[config.mk]
export PLATFORM = sky130hd
export DESIGN_NAME = usb_dev_state_trk
export DESIGN_NICKNAME = d
export VERILOG_FILES = /design/src/rtl/usb_dev_state_pkg.sv /design/src/rtl/usb_dev_state_fsm.sv /design/src/rtl/usb_dev_state_flag.sv /design/src/rtl/usb_dev_state_trk.sv
export SDC_FILE = /design/constraint.sdc
export NUM_CORES = 1
export LEC_CHECK = 0
export BUFFER_PORTS_ARGS = -buffer_cell sky130_fd_sc_hd__buf_2
export CAP_MARGIN = 0
export CORE_AREA = 2 2 39 41
export CTS_CLUSTER_DIAMETER = 120
export DETAILED_ROUTE_END_ITERATION = 10
export DIE_AREA = 0 0 41 43
export GPL_TIMING_DRIVEN = 0
export PLACE_DENSITY = 0.56
export SYNTH_ARGS = -nofsm -noshare
export SYNTH_HDL_FRONTEND = slang
export SYNTH_HIERARCHICAL = 1
export SYNTH_SLANG_ARGS = --single-unit
[constraint.sdc]
create_clock -name clk_i -period 3.7 [get_ports clk_i]
set_input_delay 0.555 -clock clk_i [delete_from_list [all_inputs] [get_ports clk_i]]
set_output_delay 0.555 -clock clk_i [all_outputs]
set_load 0.03 [all_outputs]
[src/rtl/usb_dev_state_pkg.sv]
package usb_dev_state_pkg;
  localparam int unsigned STATE_W = 3;
  localparam int unsigned NUM_FLAGS = 2;
  localparam int unsigned FLAG_CHG = 0;
  localparam int unsigned FLAG_RES = 1;

  typedef enum logic [STATE_W-1:0] {
    ST_POWERED    = 3'b000,
    ST_DEFAULT    = 3'b001,
    ST_ADDRESS    = 3'b010,
    ST_CONFIGURED = 3'b011,
    ST_SUSP_POW   = 3'b100,
    ST_SUSP_DEF   = 3'b101,
    ST_SUSP_ADR   = 3'b110,
    ST_SUSP_CFG   = 3'b111
  } dev_state_e;

  typedef struct packed {
    logic bus_reset;
    logic suspend;
    logic resume;
    logic set_addr;
    logic addr_zero;
    logic set_cfg;
    logic cfg_zero;
  } dev_evt_t;

  typedef struct packed {
    logic reset;
    logic addr;
    logic cfg;
    logic susp;
  } dev_en_t;
endpackage

[src/rtl/usb_dev_state_fsm.sv]
module usb_dev_state_fsm
  import usb_dev_state_pkg::*;
(
  input  logic                 clk_i,
  input  logic                 rst_ni,
  input  dev_evt_t             evt_i,
  input  dev_en_t              en_i,
  output logic [STATE_W-1:0]   state_o,
  output logic                 chg_set_o,
  output logic                 res_set_o
);
  dev_state_e state_q, state_d;
  logic       susp_q;

  assign susp_q = state_q[STATE_W-1];

  always_comb begin
    state_d   = state_q;
    chg_set_o = 1'b0;
    res_set_o = 1'b0;
    if (evt_i.bus_reset) begin
      state_d   = ST_DEFAULT;
      chg_set_o = en_i.reset;
    end else if (susp_q) begin
      if (evt_i.resume) begin
        state_d   = dev_state_e'({1'b0, state_q[STATE_W-2:0]});
        res_set_o = 1'b1;
      end
    end else if (evt_i.suspend) begin
      state_d   = dev_state_e'({1'b1, state_q[STATE_W-2:0]});
      chg_set_o = en_i.susp;
    end else if (evt_i.set_addr && !evt_i.addr_zero && state_q == ST_DEFAULT) begin
      state_d   = ST_ADDRESS;
      chg_set_o = en_i.addr;
    end else if (evt_i.set_addr && evt_i.addr_zero && state_q == ST_ADDRESS) begin
      state_d   = ST_DEFAULT;
      chg_set_o = en_i.reset;
    end else if (evt_i.set_cfg && !evt_i.cfg_zero && state_q == ST_ADDRESS) begin
      state_d   = ST_CONFIGURED;
      chg_set_o = en_i.cfg;
    end else if (evt_i.set_cfg && evt_i.cfg_zero && state_q == ST_CONFIGURED) begin
      state_d   = ST_ADDRESS;
      chg_set_o = en_i.addr;
    end
  end

  always_ff @(posedge clk_i or negedge rst_ni) begin
    if (!rst_ni) state_q <= ST_POWERED;
    else         state_q <= state_d;
  end

  assign state_o = state_q;

  p_bus_reset_default_r3: assert property (@(posedge clk_i) disable iff (!rst_ni)
    evt_i.bus_reset |=> state_o == ST_DEFAULT);

  p_suspend_keeps_base_r8: assert property (@(posedge clk_i) disable iff (!rst_ni)
    (!evt_i.bus_reset && evt_i.suspend && !state_o[2])
      |=> state_o == {1'b1, $past(state_o[1:0])});

  p_resume_restores_r9: assert property (@(posedge clk_i) disable iff (!rst_ni)
    (!evt_i.bus_reset && evt_i.resume && state_o[2])
      |=> state_o == {1'b0, $past(state_o[1:0])});

  p_idle_holds_r11: assert property (@(posedge clk_i) disable iff (!rst_ni)
    (!evt_i.bus_reset && !evt_i.suspend && !evt_i.resume && !evt_i.set_addr && !evt_i.set_cfg)
      |=> $stable(state_o));

  p_resume_no_chg_r9: assert property (@(posedge clk_i) disable iff (!rst_ni)
    res_set_o |-> !chg_set_o);
endmodule

[src/rtl/usb_dev_state_flag.sv]
module usb_dev_state_flag (
  input  logic clk_i,
  input  logic rst_ni,
  input  logic set_i,
  input  logic clr_i,
  output logic q_o
);
  always_ff @(posedge clk_i or negedge rst_ni) begin
    if (!rst_ni)    q_o <= 1'b0;
    else if (set_i) q_o <= 1'b1;
    else if (clr_i) q_o <= 1'b0;
  end

  p_set_wins_r13: assert property (@(posedge clk_i) disable iff (!rst_ni)
    set_i |=> q_o);

  p_clear_works_r13: assert property (@(posedge clk_i) disable iff (!rst_ni)
    (clr_i && !set_i) |=> !q_o);

  p_hold_r13: assert property (@(posedge clk_i) disable iff (!rst_ni)
    (!clr_i && !set_i) |=> $stable(q_o));
endmodule

[src/rtl/usb_dev_state_trk.sv]
module usb_dev_state_trk
  import usb_dev_state_pkg::*;
(
  input  logic               clk_i,
  input  logic               rst_ni,
  input  logic               bus_reset_i,
  input  logic               suspend_i,
  input  logic               resume_i,
  input  logic               set_addr_i,
  input  logic               addr_zero_i,
  input  logic               set_cfg_i,
  input  logic               cfg_zero_i,
  input  logic               en_reset_i,
  input  logic               en_addr_i,
  input  logic               en_cfg_i,
  input  logic               en_susp_i,
  input  logic               clr_chg_i,
  input  logic               clr_resume_i,
  output logic [STATE_W-1:0] state_o,
  output logic               chg_irq_o,
  output logic               resume_flag_o
);
  dev_evt_t             evt;
  dev_en_t              en;
  logic [NUM_FLAGS-1:0] flag_set, flag_clr, flag_q;

  assign evt = '{bus_reset: bus_reset_i, suspend: suspend_i, resume: resume_i,
                 set_addr: set_addr_i, addr_zero: addr_zero_i,
                 set_cfg: set_cfg_i, cfg_zero: cfg_zero_i};
  assign en  = '{reset: en_reset_i, addr: en_addr_i, cfg: en_cfg_i, susp: en_susp_i};

  usb_dev_state_fsm u_fsm (
    .clk_i     (clk_i),
    .rst_ni    (rst_ni),
    .evt_i     (evt),
    .en_i      (en),
    .state_o   (state_o),
    .chg_set_o (flag_set[FLAG_CHG]),
    .res_set_o (flag_set[FLAG_RES])
  );

  assign flag_clr[FLAG_CHG] = clr_chg_i;
  assign flag_clr[FLAG_RES] = clr_resume_i;

  for (genvar g = 0; g < NUM_FLAGS; g++) begin : g_flag
    usb_dev_state_flag u_flag (
      .clk_i  (clk_i),
      .rst_ni (rst_ni),
      .set_i  (flag_set[g]),
      .clr_i  (flag_clr[g]),
      .q_o    (flag_q[g])
    );
  end

  assign chg_irq_o     = flag_q[FLAG_CHG];
  assign resume_flag_o = flag_q[FLAG_RES];

  p_disabled_no_chg_r10: assert property (@(posedge clk_i) disable iff (!rst_ni)
    (!en_reset_i && !en_addr_i && !en_cfg_i && !en_susp_i && !chg_irq_o) |=> !chg_irq_o);

  p_reset_beats_susp_r12: assert property (@(posedge clk_i) disable iff (!rst_ni)
    (bus_reset_i && suspend_i) |=> state_o == 3'b001);
endmodule

==> results.yml <==
status:
  status: "finished clean"
detailed_routing:
  wire_per_inst_um: 10.18
  drt_wl_total_um: 753
  first_pass_iters: 4
  drt-vias-per-instance: 4.541
  remaining_drc_errors: 0
  num_vias: 336
  ant_nets: 0
  drt-initial-drc-count: 2
cts:
  clock_latency_ns: 0.24
  cts_buffer_depth: 2
  htreeDepth: 1
  cts_setup_buffers: 0
  cts_tree: "built"
  ctsResizeCount: 0
  path_clk_slew_ns: 0.04
  cts-root-buf: "clkbuf_4"
  cts_buffers: 3
  hold_buffers: 0
  clkSinkCount: 5
sta:
  worstMarginPinSlew_ns: 0.3714
  min_period_ns: 1.676
  fin_setup_tns_ns: 0
  fin_skew_ns: 0.0002495
  rsz0062_at_grt: "false"
  slew_headroom_pct: 75.05
  maxSlewViolCount: 0
  timing.fmax_ghz: 0.5967
  hold_ws_ns: 0.1219
  min_period_over_period_pct: 45.29
  hold_viol: 0
  final-setup-viol-count: 0
critical_path:
  required_ns: 3.88
  crit_type: "flop to flop"
  r2r_start: "u_fsm/state_o[2]"
  worstPathMaxFanout: 7
  r2r_cells: 5
  critPathCaptureType: "flop"
  rrSetupSlack_ns: 2.02
  arrival_ns: 1.85
  timing.rr.end: "g_flag[0].u_flag/q_o"
  crit_path_start_kind: "flop"
synthesis:
  synthesis.area_um2: 315.3
  yosysWarnings: 6
  synth.top_cell.area_share_pct: 39.68
  netlist_instances: 35
  async_reset_ff_share_pct: 100.0
  ys_types: 20
  syn_avg_cell_area_um2: 9.009
  synth_flop_cell: "dfrtp_1"
  synth-edff-count: 0
  yosysTopAreaCell: "dfrtp_1"
  syn_nets: 50
  synth_seq_cells: 5
  synth_top_cells_by_area: "dfrtp_1 40%, a41oi_2 5.2%, a21oi_1 4.8%"
  seq_area_frac_synth_pct: 39.68
die:
  core.rowCount: 14
  initial_utilization_pct: 22.78
  die_w_um: 41
  io_pins: 20
  die_y_um: 43
  coreArea_um2: 1384
  dieArea_um2: 1763
pwr:
  p_int_uw: 114.8
  vdd_drop_max_mv: 0.1121
  clkPwrFrac_pct: 38.7
  combPwrFrac_pct: 22.1
  power.density_nw_per_um2: 350.6
  cellLeakagePower_uw: 0.0002173
  p_switching_uw: 45.34
  seq_power_share_pct: 39.3
  netSwitchingFraction_pct: 28.32
global_route:
  grt_util_all_layers_pct: 9.606
  grt_overflow: 0
  antenna_found_initial: 0
  grt_pass1_vias: 300
  grt_max_degree: 8
  grt_pass1_wl_um: 1083
finish:
  final_util_pct: 33.00
  n_fill_cell: 156
  antenna_cells: 0
  drive_gt1_share_pct: 41.38
  area_growth_pct: 44.84
  nets: 74
  final_common_cell: "buf_2"
  final_cell_mix: "19 x buf_2, 5 x dfrtp_1, 4 x nand2_1"
  design_area_um2: 456.7
worst_hold_path:
  holdCritPathClass: "input pin to async pin"
run:
  drv_cap: 0
placement:
  place.gp.congestion: 0.5913
  io_buffers: 19
  hpwl_um: 599.1
  place_area_um2: 430.4
## kinds of logic (layout without fill, tap and decap cells)
kind of cell	Yosys count	after routing	share of synthesized area, %
AND/OR/NAND/NOR	17	17	31.75
AO/OA/AOI/OAI	11	11	26.19
buffers and inverters	2	25	2.382
flip-flops	5	5	39.68
## cell type report
cell class                      count  area [um^2]  share of cell area, %
Multi-Input combinational cell     28        182.7                  40.00
Sequential cell                     5        125.1                  27.40
Tap cell                           16        20.02                  4.384
Clock buffer                        4        26.28                  5.753
Inverter                            2        7.507                  1.644
Timing Repair Buffer               19        95.09                  20.82
## how the worst max path moves through the flow
| stage | startpoint | endpoint | slack (ns) |
|---|---|---|---|
| final | u_fsm/state_o[2] | g_flag[0].u_flag/q_o | 2.02 |
| after global routing | u_fsm/state_o[2] | g_flag[0].u_flag/q_o | 1.91 |
| after CTS | u_fsm/state_o[2] | g_flag[0].u_flag/q_o | 2.01 |
| after detailed placement | set_cfg_i | g_flag[0].u_flag/q_o | 1.93 |
| after global placement | set_cfg_i | g_flag[0].u_flag/q_o | 1.93 |
| after floorplan | u_fsm/state_o[2] | g_flag[0].u_flag/q_o | 1.98 |
## stage by stage
step           cells  setup slack, ns  power (uW)
6_report          74            2.024       160.1
3_3_place_gp      70            1.934       99.36
5_1_grt           74            1.915       171.4
3_5_place_dp      70            1.929       99.60
4_1_cts           74            2.010       164.8
2_1_floorplan     35            1.977       83.44
## flip-flops by register name (all words and copies together) (netlist names)
| signal | cells |
|---|---|
| u_fsm/state_o | 3 |
| g_flag.u_flag/q_o | 2 |
## critical path, cell delays in order (launching register included)
cell and delay [ns]:
dfrtp_1 0.43, nand3b_1 0.20, or3_1 0.34, or3b_1 0.38
a41oi_2 0.17, a21o_1 0.10
## power groups by stage
stage	registers (uW)	clock network, uW	logic (uW)
floorplan	71.4	0	12.0
global placement	63.6	0	35.8
detailed placement	63.6	0	36.0
CTS	62.9	65.8	36.1
global route	63.4	68.7	39.3
finish	62.9	61.9	35.4
## routing by layer
layer / GRT usage [%] / vias up / routed length (um)
li1: - / 178 / -
met1: 10.53 / 146 / 354
met2: 14.06 / 12 / 334
met3: 3.141 / 0 / 64
met4: 8.000 / 0 / 0
met5: 0 / - / 0
## Yosys cell counts, drive strengths merged, types with 2 or more instances
library cell	n
a21o	2
dfrtp	5
or3	2
nor3	2
nand2	4
a21oi	3
nor2	3
o21ai	2
inv	2
No activity file was read; power rests on OpenSTA's default activity.
